[config.mk]
export PLATFORM = sky130hd
export DESIGN_NAME = sync_event_irq_ctrl
export DESIGN_NICKNAME = d
export VERILOG_FILES = /design/src/rtl/sei_pkg.sv /design/src/rtl/sei_flag_bit.sv /design/src/rtl/sei_enable_reg.sv /design/src/rtl/sei_irq_drive.sv /design/src/rtl/sync_event_irq_ctrl.sv
export SDC_FILE = /design/constraint.sdc
export NUM_CORES = 1
export LEC_CHECK = 0
export BUFFER_PORTS_ARGS = -buffer_cell sky130_fd_sc_hd__buf_2
export CORE_MARGIN = 1.5
export CORE_UTILIZATION = 44
export DETAILED_ROUTE_END_ITERATION = 6
export PLACE_DENSITY = 0.74
export SLEW_MARGIN = 20
export SYNTH_ARGS = -nofsm -noshare
export SYNTH_HDL_FRONTEND = slang
export SYNTH_SLANG_ARGS = --single-unit
[constraint.sdc]
create_clock -name clk -period 1.3 [get_ports clk]
set_input_delay 0.195 -clock clk [delete_from_list [all_inputs] [get_ports clk]]
set_output_delay 0.195 -clock clk [all_outputs]
set_load 0.03 [all_outputs]
[src/rtl/sei_pkg.sv]
package sei_pkg;
    localparam int unsigned SEI_NUM_FLAGS = 7;
    localparam int unsigned SEI_IDX_HPRES = 0;
    localparam int unsigned SEI_IDX_VPRES = 1;
    localparam int unsigned SEI_IDX_HPOL  = 2;
    localparam int unsigned SEI_IDX_VPOL  = 3;
    localparam int unsigned SEI_IDX_HFREQ = 4;
    localparam int unsigned SEI_IDX_VFREQ = 5;
    localparam int unsigned SEI_IDX_VEVT  = 6;

    typedef enum logic {
        SEI_SEL_FLAGS  = 1'b0,
        SEI_SEL_ENABLE = 1'b1
    } sei_sel_e;

    typedef struct packed {
        logic pending;
    } sei_flag_state_t;

    typedef struct packed {
        logic req_n;
    } sei_irq_state_t;
endpackage

[src/rtl/sei_flag_bit.sv]
module sei_flag_bit (
    input  logic clk,
    input  logic rst_n,
    input  logic set_i,
    input  logic clr_i,
    output logic flag_o
);
    import sei_pkg::*;

    sei_flag_state_t st_d, st_q;

    always_comb begin
        st_d = st_q;
        if (clr_i) begin
            st_d.pending = 1'b0;
        end
        if (set_i) begin
            st_d.pending = 1'b1;
        end
    end

    always_ff @(posedge clk or negedge rst_n) begin
        if (!rst_n) begin
            st_q <= '0;
        end else begin
            st_q <= st_d;
        end
    end

    assign flag_o = st_q.pending;

    p_set_r2: assert property (@(posedge clk) disable iff (!rst_n)
        set_i |=> flag_o);
    // a set wins over a clear in the same cycle
    p_collide_r5: assert property (@(posedge clk) disable iff (!rst_n)
        (set_i && clr_i) |=> flag_o);
    p_hold_r3: assert property (@(posedge clk) disable iff (!rst_n)
        (flag_o && !clr_i) |=> flag_o);
    p_clear_r4: assert property (@(posedge clk) disable iff (!rst_n)
        (clr_i && !set_i) |=> !flag_o);
    p_no_spurious_r2: assert property (@(posedge clk) disable iff (!rst_n)
        (!flag_o && !set_i) |=> !flag_o);
endmodule

[src/rtl/sei_enable_reg.sv]
module sei_enable_reg #(
    parameter int unsigned WIDTH = 7
) (
    input  logic             clk,
    input  logic             rst_n,
    input  logic             load_i,
    input  logic [WIDTH-1:0] data_i,
    output logic [WIDTH-1:0] en_o
);
    logic [WIDTH-1:0] en_d, en_q;

    always_comb begin
        en_d = en_q;
        if (load_i) begin
            en_d = data_i;
        end
    end

    always_ff @(posedge clk or negedge rst_n) begin
        if (!rst_n) begin
            en_q <= '0;
        end else begin
            en_q <= en_d;
        end
    end

    assign en_o = en_q;

    p_keep_r9: assert property (@(posedge clk) disable iff (!rst_n)
        !load_i |=> $stable(en_o));
    p_load_r7: assert property (@(posedge clk) disable iff (!rst_n)
        load_i |=> (en_o == $past(data_i)));
endmodule

[src/rtl/sei_irq_drive.sv]
module sei_irq_drive #(
    parameter int unsigned WIDTH = 7
) (
    input  logic             clk,
    input  logic             rst_n,
    input  logic [WIDTH-1:0] flags_i,
    input  logic [WIDTH-1:0] en_i,
    output logic             irq_n_o
);
    import sei_pkg::*;

    sei_irq_state_t st_d, st_q;
    logic [WIDTH-1:0] armed;

    always_comb begin
        armed = flags_i & en_i;
        st_d.req_n = ~(|armed);
    end

    always_ff @(posedge clk or negedge rst_n) begin
        if (!rst_n) begin
            st_q.req_n <= 1'b1;
        end else begin
            st_q <= st_d;
        end
    end

    assign irq_n_o = st_q.req_n;

    p_assert_low_r8: assert property (@(posedge clk) disable iff (!rst_n)
        ((flags_i & en_i) != '0) |=> !irq_n_o);
    p_release_r8: assert property (@(posedge clk) disable iff (!rst_n)
        ((flags_i & en_i) == '0) |=> irq_n_o);
endmodule

[src/rtl/sync_event_irq_ctrl.sv]
module sync_event_irq_ctrl #(
    parameter int unsigned N_FLAGS = sei_pkg::SEI_NUM_FLAGS,
    parameter int unsigned N_OVF   = 2,
    parameter int unsigned HF_IDX  = sei_pkg::SEI_IDX_HFREQ,
    parameter int unsigned VF_IDX  = sei_pkg::SEI_IDX_VFREQ
) (
    input  logic               clk,
    input  logic               rst_n,
    input  logic [N_FLAGS-1:0] evt_pulse,
    input  logic [N_OVF-1:0]   ovf_pulse,
    input  logic               reg_wr,
    input  logic               reg_sel,
    input  logic [N_FLAGS-1:0] reg_wdata,
    output logic [N_FLAGS-1:0] reg_rdata,
    output logic [N_FLAGS-1:0] flag_q_o,
    output logic               irq_n
);
    import sei_pkg::*;

    localparam logic [N_FLAGS-1:0] HF_MASK = N_FLAGS'(1) << HF_IDX;
    localparam logic [N_FLAGS-1:0] VF_MASK = N_FLAGS'(1) << VF_IDX;

    logic [N_FLAGS-1:0] set_vec;
    logic [N_FLAGS-1:0] clr_vec;
    logic [N_FLAGS-1:0] flags;
    logic [N_FLAGS-1:0] enables;
    logic               flag_wr;
    logic               en_wr;

    always_comb begin
        flag_wr = reg_wr && (sei_sel_e'(reg_sel) == SEI_SEL_FLAGS);
        en_wr   = reg_wr && (sei_sel_e'(reg_sel) == SEI_SEL_ENABLE);
        set_vec = evt_pulse;
        if (ovf_pulse[0]) begin
            set_vec = set_vec | HF_MASK;
        end
        if (ovf_pulse[N_OVF-1]) begin
            set_vec = set_vec | VF_MASK;
        end
        clr_vec = flag_wr ? ~reg_wdata : '0;
    end

    for (genvar g = 0; g < N_FLAGS; g++) begin : g_flag
        sei_flag_bit i_flag (
            .clk    (clk),
            .rst_n  (rst_n),
            .set_i  (set_vec[g]),
            .clr_i  (clr_vec[g]),
            .flag_o (flags[g])
        );
    end

    sei_enable_reg #(.WIDTH(N_FLAGS)) i_en (
        .clk    (clk),
        .rst_n  (rst_n),
        .load_i (en_wr),
        .data_i (reg_wdata),
        .en_o   (enables)
    );

    sei_irq_drive #(.WIDTH(N_FLAGS)) i_irq (
        .clk     (clk),
        .rst_n   (rst_n),
        .flags_i (flags),
        .en_i    (enables),
        .irq_n_o (irq_n)
    );

    always_comb begin
        reg_rdata = (sei_sel_e'(reg_sel) == SEI_SEL_ENABLE) ? enables : flags;
    end

    assign flag_q_o = flags;

    p_ovf_h_r6: assert property (@(posedge clk) disable iff (!rst_n)
        ovf_pulse[0] |=> flag_q_o[HF_IDX]);
    p_ovf_v_r6: assert property (@(posedge clk) disable iff (!rst_n)
        ovf_pulse[N_OVF-1] |=> flag_q_o[VF_IDX]);
    p_enwr_flags_r9: assert property (@(posedge clk) disable iff (!rst_n)
        (reg_wr && reg_sel && evt_pulse == '0 && ovf_pulse == '0) |=> $stable(flag_q_o));
    p_en_no_block_r7: assert property (@(posedge clk) disable iff (!rst_n)
        (evt_pulse != '0) |=> ((flag_q_o & $past(evt_pulse)) == $past(evt_pulse)));
endmodule

# [Word level (Yosys, flattened, before mapping)]
# Index checks and enable logic that the tools add are counted.
[op_classes] mux=18 n_bitwise=4 reduce_logical=10
[ops] cell="two-way mux 1 bit" count=14
[ops] cell="two-way mux 7 bit" count=2
[ops] cell="nonzero test 2 bit" count=7
[ops] cell="AND 7 bit" count=1
[ops] cell="inverter 7 bit" count=1
[ops] cell="OR reduction 7 bit" count=1
[ops] cell="two-way mux 6 bit" count=1
[ops] cell="two-way mux 5 bit" count=1
[ops] cell="logical AND 1 bit" count=2
[ops] cell="inverter 1 bit" count=2
[word_totals] reg_bits=15 in_bits=20 out_inout_bits=15 wordCells=41

# [Logic depth before layout (Yosys ltp)]
# Gate-level depths: netlist of the first run.
[logic_depth] word_depth=5 ltp_mapped=3 mapped_depth_nobuf=2

# [By module]
# From an unflattened synthesis of the first run, not the netlist that was laid out.
[unflattened] cells_unflattened=60 area_unflattened_um2=788.3
[by_module_without_submodules] module="sei_enable_reg" n_inst=1 cells_each=15 area_each_um2=291.5 seq_area_each_um2=175.2
[by_module_without_submodules] module="sei_flag_bit" n_inst=7 cells_each=3 area_each_um2=36.3 seq_area_each_um2=25.0
[by_module_without_submodules] module="sync_event_irq_ctrl" n_inst=1 cells_each=19 area_each_um2=185.2 seq_area_each_um2=0.0
[by_module_without_submodules] module="sei_irq_drive" n_inst=1 cells_each=5 area_each_um2=57.6 seq_area_each_um2=26.3

# [Least setup slack after synthesis of the first run]
# No wires, ideal clock.
[synth_path] kind="input -> register" start="input port reg_sel" end="register g_flag[3].i_flag.st_q" setup_ps=118 arrival_time_ps=850 required_ps=1182 path_slack_ps=332 stages=3 path_buffers=1 cell_sequence="buf_4 or3b_1 a21o_1"
[synth_via] elab_chain_len=4
[synth_rtl] item="start, declared" line_no="sync_event_irq_ctrl.sv:12" rtl="input logic reg_sel,"
[synth_rtl] item="inverter 1 bit" line_no="sync_event_irq_ctrl.sv:31" rtl="flag_wr = reg_wr && (sei_sel_e'(reg_sel) == SEI_SEL_FLAGS);"
[synth_rtl] item="logical AND 1 bit" line_no="sync_event_irq_ctrl.sv:31"
[synth_rtl] item="two-way mux 7 bit" line_no="sync_event_irq_ctrl.sv:40" rtl="clr_vec = flag_wr ? ~reg_wdata : '0;"
[synth_rtl] item="nonzero test 2 bit (no source line)"
[synth_rtl] item="end signal, assigned" line_no="sei_flag_bit.sv:26" rtl="st_q <= st_d;"
[synth_rtl] item="end, declared" line_no="sei_flag_bit.sv:10" rtl="sei_flag_state_t st_d, st_q;"
# No other way between the ends.
# A chain may end at the register's enable or synchronous reset.

# [Worst setup path in the final report of the first run]
[layout_path] start="register i_en.en_q[4], in the netlist i_en.en_o[4]" end="output port reg_rdata[4]"
[layout_via] elab_chain_len=1
[layout_rtl] item="start, declared" line_no="sei_enable_reg.sv:10" rtl="logic [WIDTH-1:0] en_d, en_q;"
[layout_rtl] item="start signal, assigned" line_no="sei_enable_reg.sv:23" rtl="en_q <= en_d;"
[layout_rtl] item="two-way mux 7 bit" line_no="sync_event_irq_ctrl.sv:70" rtl="reg_rdata = (sei_sel_e'(reg_sel) == SEI_SEL_ENABLE) ? enables : flags;"
[layout_rtl] item="end, declared" line_no="sync_event_irq_ctrl.sv:14" rtl="output logic [N_FLAGS-1:0] reg_rdata,"
# No other way between the ends.

==> reports/results.md, run 1 <==
| Stage | Item | This run |
|---|---|---|
| sta | Number of failing hold endpoints at the final stage | 0 |
| detailed routing | Average vias per placed instance | 5.38 |
| sta | Timing-limited maximum frequency | 782 MHz |
| finish | Inserted Diodes | 0 |
| grt | Global route overflow | 0 |
| placed design | Total placed cells including tap cells | 98 |
| synth | Share of synthesized cell area in full adder, half adder and majority cells | 0% |
| worst setup path | Kind of end point of the critical path | output pin |
| placed design | Worst slack, placed | 84.2 ps |
| synth | Cell area after synthesis | 748 um2 |
| clocking | Total clock sinks | 15 |
| clocking | Root cell of the clock tree | clkbuf_4 |
| finish | P&R area growth vs syn | 45.7% |
| worst setup path | Setup crit start kind | register |
| worst setup path | Largest fanout on the critical path | 2 |
| detailed routing | First drt pass iteration count | 4 |
| floorplanning | # IOs | 35 |
| grt | Largest net degree at the start of global routing | 16 |
| floorplanning | Die Span Y | 44.2 um |
| pwr | Static Leakage | 0.511 nW |
| grt | Global-route usage over all layers | 18.8% |
| pwr | Total power consumption of the routed design | 1.18 mW |
| sta | Post-route minimum period | 1280 ps |
| detailed routing | DRC viols | 0 |
| finish | Fraction of layout instances using a drive strength above 1 | 67.0% |
| run | Count of max-cap constraint violations | 0 |
| synth | Fraction of synthesized area in multiplexers | 21.1% |
| synth | Parity-gate share of the synthesized area counting xor and xnor cells | 0% |
| synth | Number of instances in the synthesized netlist | 56 |
| placed design | Weighted congestion reported at the end of routability-driven placement | 0.709 |
| clocking | Clock Pin Slew Worst Setup and Hold Paths | 80 ps |
| synth | Synth Area in Simple Gates | 9.87% |
| sta | Remaining max-slew budget at the tightest pin | 77.3% |
| sta | Worst-margin pin slew | 341 ps |
| finish | Net count, final | 124 |
| synth | Yosys top cell by area | dfrtp_1 |
| clocking | CTS tree | built |
| clocking | Max H-tree Level | 1 |
| sta | # setup viols final | 0 |
| floorplanning | Initial cell density of the core | 48.5% |
| synth | Synth cell types | 11 |
| floorplanning | Std-Cell Core Area | 1540 um2 |
| detailed routing | DRT Wirelength | 1660 um |
| pwr | Peak supply drop | 0.665 mV |
| placed design | Count of buffers inserted at the top-level ports | 34 |
| synth | Compound-gate portion of the synthesized area | 10.7% |
| worst setup path | Data arrival time of the critical path | 1080 ps |
| detailed routing | Antenna viol nets, final | 0 |
| sta | Fin Hold WS | 93.9 ps |
| worst setup path | Worst path required time | 1110 ps |
| synth | Warnings from Yosys | 0 |
| synth | Register area share after synthesis | 50.3% |
| clocking | Number of buffers added by the clock tree synthesis step | 3 |
| synth | Synth area leaders | dfrtp_1 (47%), mux2_2 (21%), or3b_1 (8.2%), buf_4 (8.0%), a21o_1 (5.0%) |
| min path | Worst min path class | input port to register |
| sta | Setup repair after global routing missed its margin | true |
| pwr | Power per standard cell area | 1080 nW/um2 |
| grt | Antenna violations before repair | 0 |
| sta | Portion of the clock cycle consumed by the worst path in the final layout | 98.3% |
| synth | Average cell area after synthesis | 13.4 um2 |
| synth | Largest family of logic cells by synthesized area | multiplexers |
| detailed routing | Detailed router's first-iteration violation count | 5 |
| clocking | CTS Buffer Depth | 2 |
| sta | Final count of pins violating max slew | 0 |
| grt | Number of global-route vias before repair | 631 |
| run status | Outcome | complete, no violations |
| synth | Net count of the mapped netlist | 76 |
| sta | Worst Clk Skew | 3.18 ps |
| clocking | Clk Latency, worst-skew pair | 270 ps |
| detailed routing | Vias | 640 |
| synth | Number of storage elements in the synthesis netlist | 15 |
| finish | Number of standard cells in the layout, taps in and fillers out | 119 |
| grt | First-pass GRT wire length | 2700 um |
| floorplanning | Die outline width | 44.2 um |
| detailed routing | Final routed wire length divided by cell count | 13.9 um |
| worst setup path | Crit path kind | register to output pin |
| floorplanning | Total die area | 1960 um2 |
| floorplanning | Placement Rows | 14 |
| synth | Share of the synthesized area in the top cell type | 46.8% |
| finish | Final instance area | 1090 um2 |
| sta | Fin worst setup slack | 22.0 ps |
| placed design | Placed Instance Area | 878 um2 |
-- Yosys cell counts --
cell,count
dfstp_2,1
a21o_1,5
a22oi_1,2
dfrtp_1,14
mux2_2,14
nand2_2,1
a222oi_1,1
or3b_1,7
buf_4,8
a211o_1,2
and3_1,1
-- cells by family after synthesis --
family / after synthesis
buffers and inverters: 8
multiplexers: 14
AND/OR/NAND/NOR: 9
flip-flops: 15
AO/OA/AOI/OAI: 10
-- timing repair --
action                                  CTS  global route
hold buffers                              1             0
gates cloned                              0             0
buffers inserted                         14             2
endpoints found under the setup margin    7             7
gates resized for setup                   8            10
hold endpoints to repair                 14             0
-- final timing paths --
check	endpoint	from	slack [ps]	cells past startpoint
hold / removal	g_flag[0].i_flag.flag_o	evt_pulse[0]	90	2
setup reg to reg	i_irq.irq_n_o	g_flag[1].i_flag.flag_o	140	3
min in group asynchronous	i_en.en_o[5]	rst_n	340	2
max in group asynchronous	i_irq.irq_n_o	rst_n	660	2
hold reg to reg	g_flag[6].i_flag.flag_o	g_flag[6].i_flag.flag_o	590	2
setup / recovery	reg_rdata[4]	i_en.en_o[4]	20	2
-- area by class of cell --
cell class	count	area, um2
Timing Repair Buffer	51	344
Clock buffer	4	26.3
Tap cell	16	20.0
Sequential cell	15	377
Multi-Input combinational cell	33	323
Fill cell	126	452
-- per-stage QoR --
stage / setup TNS [ps] / util (%)
3_3_place_gp: 0 / 57.0
3_5_place_dp: 0 / 57.0
2_1_floorplan: 0 / -
5_1_grt: -43.1 / 70.7
6_report: 0 / 70.7
4_1_cts: 0 / 67.6
-- flip-flops by register name (all words and copies together) (netlist names) --
name / cells
g_flag.i_flag.flag_o: 7
i_en.en_o: 7
i_irq.irq_n_o: 1
-- metal layers --
| layer | up-vias | part of all wire (%) | GRT usage, % |
|---|---|---|---|
| met2 | 33 | 49 | 32.1 |
| met5 | - | 0 | 0 |
| met3 | 4 | 7.4 | 2.86 |
| li1 | 297 | - | - |
| met4 | 0 | 1.1 | 8.48 |
| met1 | 306 | 42 | 23.2 |
-- worst max-delay path, cell delays in order (launching register included) --
cell	delay [ps]
dfrtp_1	400
mux2_2	280
buf_6	140
-- power by group --
group	internal [mW]	switching, mW
combinational	0.214	0.180
clock	0.119	0.136
sequential	0.510	0.0222
total	0.842	0.339
-- placed cells by master (no fill, tap or decap) --
master / synthesis / final
a21o_1: 5 / 5
a222oi_1: 1 / 1
buf_6: 0 / 7
buf_2: 0 / 27
or3b_1: 7 / 7
mux2_4: 0 / 3
dfrtp_1: 14 / 14
and3_1: 1 / 1
a211o_1: 2 / 2
dfstp_2: 1 / 1
clkbuf_4: 0 / 3
dlygate4sd3_1: 0 / 1
mux2_2: 14 / 11
buf_4: 8 / 16
clkbuf_1: 0 / 1
nand2_2: 1 / 1
a22oi_1: 2 / 2
No activity file was read; power rests on OpenSTA's default activity.
==> run 2, diff against run 1 <==
SETUP_SLACK_MARGIN = 0.3   (was default)
==> reports/results.md, run 2 (same netlist as run 1, synthesis figures left out) <==
| Stage | Item | This run | vs previous |
|---|---|---|---|
| run status | Outcome | complete, no violations |  |
| sta | Fin worst setup slack | 18.8 ps | -3.19 ps |
| floorplanning | Die Span Y | 44.2 um | unchanged |
| finish | Area occupied by multi-input gates | 330 um2 | +2.3% |
| placed design | Weighted congestion reported at the end of routability-driven placement | 0.709 | unchanged |
| floorplanning | Initial cell density of the core | 48.5% | unchanged |
| detailed routing | Average vias per placed instance | 5.35 | -0.58% |
| pwr | Power per standard cell area | 1020 nW/um2 | -5.8% |
| detailed routing | Final routed wire length divided by cell count | 14.4 um | +3.2% |
| floorplanning | Std-Cell Core Area | 1540 um2 | unchanged |
| grt | Largest net degree at the start of global routing | 16 | unchanged |
| min path | Worst min path class | input port to register |  |
| detailed routing | First drt pass iteration count | 4 | unchanged |
| floorplanning | # IOs | 35 | unchanged |
| worst setup path | Data arrival time of the critical path | 1090 ps | about the same |
| grt | Global route overflow | 0 | unchanged |
| clocking | CTS Buffer Depth | 2 | unchanged |
| floorplanning | Die outline width | 44.2 um | unchanged |
| floorplanning | Total die area | 1960 um2 | unchanged |
| worst setup path | Worst path required time | 1110 ps | about the same |
| clocking | CTS tree | built |  |
| clocking | Clock Pin Slew Worst Setup and Hold Paths | 80 ps | about the same |
| placed design | Count of buffers inserted at the top-level ports | 34 | unchanged |
| sta | # setup viols final | 0 | unchanged |
| sta | Setup repair after global routing missed its margin | true |  |
| worst setup path | Kind of end point of the critical path | output pin |  |
| floorplanning | Placement Rows | 14 | unchanged |
| placed design | Worst slack, placed | 84.2 ps | unchanged |
| worst setup path | R2R setup slack | 80 ps | -60 ps |
| worst setup path | Slowest Stage Delay on Critical Path | 400 ps | about the same |
| clocking | Clk Latency, worst-skew pair | 270 ps | about the same |
| pwr | Peak supply drop | 0.695 mV | +4.5% |
| finish | Fraction of layout instances using a drive strength above 1 | 67.6% | +0.63 points |
| sta | Number of failing hold endpoints at the final stage | 0 | unchanged |
| detailed routing | Detailed router's first-iteration violation count | 8 | +3 |
| worst setup path | Crit path kind | register to output pin |  |
| grt | Global-route usage over all layers | 19.5% | +0.77 points |
| grt | Antenna violations before repair | 0 | unchanged |
| clocking | Max H-tree Level | 1 | unchanged |
| sta | Fin Hold WS | 92.4 ps | -1.49 ps |
| clocking | Number of buffers added by the clock tree synthesis step | 3 | unchanged |
| sta | Final count of pins violating max slew | 0 | unchanged |
| clocking | Total clock sinks | 15 | unchanged |
| finish | Total of fill cells in the finished design | 108 | -14% |
| worst setup path | Cell Chain, Critical Path | mux2_4 -> buf_6 |  |
| sta | Worst-margin pin slew | 336 ps | -5.04 ps |
| detailed routing | Antenna viol nets, final | 0 | unchanged |
| detailed routing | Vias | 647 | +1.1% |
| finish | P&R area growth vs syn | 58.4% |  |
| sta | Worst Clk Skew | 1.76 ps | -1.42 ps |
| finish | Most common cell after layout, fill and taps aside | buf_6 |  |
| clocking | Root cell of the clock tree | clkbuf_4 |  |
| finish | Footprint of the flip-flops and latches | 377 um2 | unchanged |
| sta | Post-route minimum period | 1280 ps | +3.19 ps |
| worst setup path | Setup crit start kind | register |  |
| detailed routing | DRT Wirelength | 1740 um | +4.9% |
| worst setup path | Largest fanout on the critical path | 2 | unchanged |
| sta | Remaining max-slew budget at the tightest pin | 77.6% | +0.34 points |
| finish | Net count, final | 126 | +1.6% |
| sta | Portion of the clock cycle consumed by the worst path in the final layout | 98.6% | +0.25 points |
| sta | Post-Route Setup TNS | 0 ps | unchanged |
| detailed routing | DRC viols | 0 | unchanged |
| worst setup path | Slowest cell on the critical path | dfrtp_1 |  |
| grt | Number of global-route vias before repair | 652 | +3.3% |
| worst setup path | Worst path buffer plus inverter count | 1 | unchanged |
| worst setup path | Family of cells with the greatest summed delay on the critical path | flip-flops |  |
| sta | Timing-limited maximum frequency | 781 MHz | -0.25% |
| grt | First-pass GRT wire length | 2790 um | +3.1% |
| pwr | Static Leakage | 0.564 nW | +10% |
| finish | Utilization of the core after routing | 76.9% | +6.2 points |
| finish | Inserted Diodes | 0 | unchanged |
| finish | Highest-count cells in the layout ignoring fill and taps | buf_6 (21), buf_2 (19), dfrtp_1 (14) |  |
| run | Count of max-cap constraint violations | 0 | unchanged |
## run 2: final timing paths
check	start	endpoint	depth (start not counted)
setup / recovery	g_flag[5].i_flag.flag_o	reg_rdata[5]	2
hold / removal	evt_pulse[6]	g_flag[6].i_flag.flag_o	2
setup reg to reg	g_flag[3].i_flag.flag_o	i_irq.irq_n_o	4
hold reg to reg	g_flag[0].i_flag.flag_o	g_flag[0].i_flag.flag_o	2
max in group asynchronous	rst_n	i_irq.irq_n_o	2
min in group asynchronous	rst_n	g_flag[6].i_flag.flag_o	2
## run 2: cell type report
cell class | instances | area share [%]
multi-input combinational | 33 | 27.9
sequential | 15 | 31.8
tap | 16 | 1.69
clock buffer | 4 | 2.22
timing repair buffer | 53 | 36.4
## run 2: power breakdown
part	internal (mW)	total [mW]	switching, mW
clock	0.119	0.255	0.136
sequential	0.510	0.536	0.0259
combinational	0.236	0.419	0.183
total	0.864	1.21	0.346
## run 2: what timing repair did
action / CTS / global route
endpoints found under the setup margin: 16 / 16
pin swaps: 1 / 3
resized for setup: 34 / 7
buffers inserted: 15 / 3
hold endpoints to repair: 14 / 0
hold buffers: 1 / 0
## run 2: routing by layer
layer  up-vias  global-route usage [%]  wire length [um]
li1        301                       -                 -
met1       312                    24.0               737
met2        32                    32.6               883
met3         2                    4.49               109
met4         0                    8.48                 9
met5         -                       0                 0
## run 2: stage by stage
step           total power [mW]  cell area [um2]  instances
2_1_floorplan             0.731              748         56
3_3_place_gp              0.804              878         98
3_5_place_dp              0.810              878         98
4_1_cts                    1.20             1140        118
5_1_grt                    1.28             1180        121
6_report                   1.21             1180        121
==> run 3, diff against run 2 <==
PLACE_DENSITY = 0.82   (was 0.74)
==> reports/results.md, run 3 (same netlist as run 1, synthesis figures left out) <==
| Stage | Item | This run | vs previous |
|---|---|---|---|
| grt | First-pass GRT wire length | 2860 um | +2.5% |
| clocking | CTS tree | built |  |
| clocking | Number of buffers added by the clock tree synthesis step | 3 | unchanged |
| run status | Outcome | finished, violations left |  |
| finish | Final instance area | 1170 um2 | -0.95% |
| finish | Highest-count cells in the layout ignoring fill and taps | buf_6 (21), buf_2 (19), dfrtp_1 (14) |  |
| finish | P&R area growth vs syn | 56.9% |  |
| pwr | Static Leakage | 0.548 nW | -2.8% |
| grt | Global-route usage over all layers | 20.7% | +1.2 points |
| sta | Fin Hold WS | 85.0 ps | -7.38 ps |
| detailed routing | Antenna viol nets, final | 0 | unchanged |
| grt | Number of global-route vias before repair | 681 | +4.4% |
| worst setup path | Startpoint of the worst register-to-register path | i_en.en_o[1] |  |
| finish | Inserted Diodes | 0 | unchanged |
| detailed routing | Final routed wire length divided by cell count | 15.2 um | +5.6% |
| finish | Footprint of the flip-flops and latches | 377 um2 | unchanged |
| floorplanning | Total die area | 1960 um2 | unchanged |
| grt | Global route overflow | 0 | unchanged |
| sta | # setup viols final | 1 | +1 |
| floorplanning | Die outline width | 44.2 um | unchanged |
| floorplanning | Initial cell density of the core | 48.5% | unchanged |
| sta | Post-Route Setup TNS | -0.347 ps | -0.347 ps |
| clocking | Clk Latency, worst-skew pair | 280 ps | about the same |
| worst setup path | Total stage count of the critical path | 2 | unchanged |
| worst setup path | Worst path required time | 1110 ps | about the same |
| worst setup path | Crit path kind | register to output pin |  |
| pwr | Power per standard cell area | 1040 nW/um2 | +1.5% |
| sta | Worst Clk Skew | 5.26 ps | +3.50 ps |
| run | Count of max-cap constraint violations | 0 | unchanged |
| finish | Number of standard cells in the layout, taps in and fillers out | 121 | unchanged |
| run status | Violations in the final reports | setup timing |  |
| placed design | Final HPWL DP | 1060 um |  |
| grt | Largest net degree at the start of global routing | 16 | unchanged |
| clocking | Total clock sinks | 15 | unchanged |
| detailed routing | DRT Wirelength | 1840 um | +5.6% |
| detailed routing | First drt pass iteration count | 4 | unchanged |
| clocking | CTS Buffer Depth | 2 | unchanged |
| finish | Net count, final | 126 | unchanged |
| sta | Remaining max-slew budget at the tightest pin | 76.9% | -0.71 points |
| worst setup path | Slowest cell on the critical path | dfrtp_1 |  |
| floorplanning | Std-Cell Core Area | 1540 um2 | unchanged |
| pwr | Total power consumption of the routed design | 1.22 mW | +0.54% |
| worst setup path | Launching element of the worst setup path | i_en.en_o[1] |  |
| grt | Most used routing layer | met2 |  |
| floorplanning | # IOs | 35 | unchanged |
| grt | Met1 Use GR | 22.3% | -1.7 points |
| worst setup path | Data arrival time of the critical path | 1110 ps | +20 ps |
| worst setup path | R2R setup slack | 130 ps | +50 ps |
| worst setup path | Slowest Stage Delay on Critical Path | 410 ps | about the same |
| placed design | Placed Instance Area | 878 um2 | unchanged |
| worst setup path | Setup crit start kind | register |  |
| clocking | Root cell of the clock tree | clkbuf_4 |  |
| min path | Worst min path class | input port to register |  |
| sta | Final count of pins violating max slew | 0 | unchanged |
| sta | Number of failing hold endpoints at the final stage | 0 | unchanged |
| worst setup path | Kind of end point of the critical path | output pin |  |
| sta | Fin worst setup slack | -0.347 ps | -19.2 ps |
| detailed routing | Average vias per placed instance | 5.32 | -0.46% |
| detailed routing | Detailed router's first-iteration violation count | 7 | -1 |
| floorplanning | Placement Rows | 14 | unchanged |
| detailed routing | Vias | 644 | -0.46% |
| pwr | Peak supply drop | 0.636 mV | -8.4% |
| finish | Total of fill cells in the finished design | 108 | unchanged |
| sta | Worst-margin pin slew | 346 ps | +10.6 ps |
| sta | Setup repair after global routing missed its margin | true |  |
| worst setup path | Family of cells with the greatest summed delay on the critical path | flip-flops |  |
| finish | Area occupied by multi-input gates | 319 um2 | -3.4% |
| grt | Antenna violations before repair | 0 | unchanged |
| worst setup path | Cell Chain, Critical Path | mux2_4 -> buf_6 |  |
| sta | Timing-limited maximum frequency | 769 MHz | -1.5% |
| worst setup path | Largest fanout on the critical path | 2 | unchanged |
| worst setup path | Worst path buffer plus inverter count | 1 | unchanged |
| floorplanning | Die Span Y | 44.2 um | unchanged |
| worst setup path | Terminus of the critical flop-to-flop path | i_irq.irq_n_o |  |
| detailed routing | DRC viols | 0 | unchanged |
| sta | Portion of the clock cycle consumed by the worst path in the final layout | 100% | +1.5 points |
| finish | Most common cell after layout, fill and taps aside | buf_6 |  |
| clocking | Max H-tree Level | 1 | unchanged |
| grt | GRT met2 Usage | 37.9% | +5.3 points |
| sta | Post-route minimum period | 1300 ps | +19.2 ps |
| placed design | Count of buffers inserted at the top-level ports | 34 | unchanged |
| clocking | Clock Pin Slew Worst Setup and Hold Paths | 90 ps | about the same |
| placed design | Weighted congestion reported at the end of routability-driven placement | 0.700 | -1.2% |
| finish | Fraction of layout instances using a drive strength above 1 | 67.6% | unchanged |
| grt | Fraction of met3 tracks used by global routing | 4.08% | -0.41 points |
| placed design | Total placed cells including tap cells | 98 | unchanged |
| worst setup path | Crit path to | reg_rdata[1] |  |
| worst setup path | Depth of the most critical reg-to-reg path | 3 | -1 |
run 3: cell count changes in the layout (fill, tap and decap cells not counted):
| cell | change |
|---|---|
| mux2_2 | +3 |
| mux2_4 | -3 |
run 3: timing repair:
| action | CTS | global route |
|---|---|---|
| setup buffers | 15 | 3 |
| setup endpoints to repair | 16 | 16 |
| endpoints found under the hold margin | 14 | 0 |
| resized for setup | 35 | 3 |
| pin swaps | 2 | 2 |
| hold buffers | 1 | 0 |
run 3: how the worst min path moves through the flow:
| stage | cells past startpoint | slack (ps) | endpoint | start |
|---|---|---|---|---|
| final | 2 | 90 | g_flag[2].i_flag.flag_o | evt_pulse[2] |
| after detailed placement | 1 | 120 | g_flag[3].i_flag.flag_o | rst_n |
| after floorplan | 0 | -100 | g_flag[0].i_flag.flag_o | rst_n |
| after global routing | 2 | 80 | g_flag[0].i_flag.flag_o | evt_pulse[0] |
| after global placement | 1 | 110 | g_flag[3].i_flag.flag_o | rst_n |
| after CTS | 2 | 80 | g_flag[2].i_flag.flag_o | evt_pulse[2] |
run 3: cell type report:
cell class / instances / share of cell area, %
Clock buffer: 4 / 2.24
Timing Repair Buffer: 53 / 36.8
Sequential cell: 15 / 32.1
Tap cell: 16 / 1.71
Multi-Input combinational cell: 33 / 27.2
run 3: worst reg2reg max path: cells and delay by family, from the launching register on:
family / cells / cell delay, ps
and+or+nand+nor: 1 / 210
DFF: 1 / 410
AOI/OAI and AO/OA: 1 / 380
buffers and inverters: 1 / 120
run 3: report_power, final:
part           switching, mW  internal, mW  total (mW)  leakage, nW
Clock                  0.147         0.119       0.266       0.0150
Combinational          0.187         0.229       0.416        0.375
Sequential            0.0242         0.510       0.534        0.158
Total                  0.358         0.858        1.22        0.548
run 3: routing by layer:
metal / wire [um] / up-vias / share of wire (%)
met5: 0 / - / 0
met4: 29 / 0 / 1.6
met3: 107 / 4 / 5.8
met2: 973 / 31 / 53
met1: 725 / 304 / 39
li1: - / 305 / -
run 3: stage by stage:
step / worst slack, ps / utilization, %
global route: -35.6 / 76.1
CTS: 11.2 / 73.9
floorplan: 332 / -
global placement: 102 / 57.0
finish: -0.347 / 76.1
detailed placement: 89.6 / 57.0
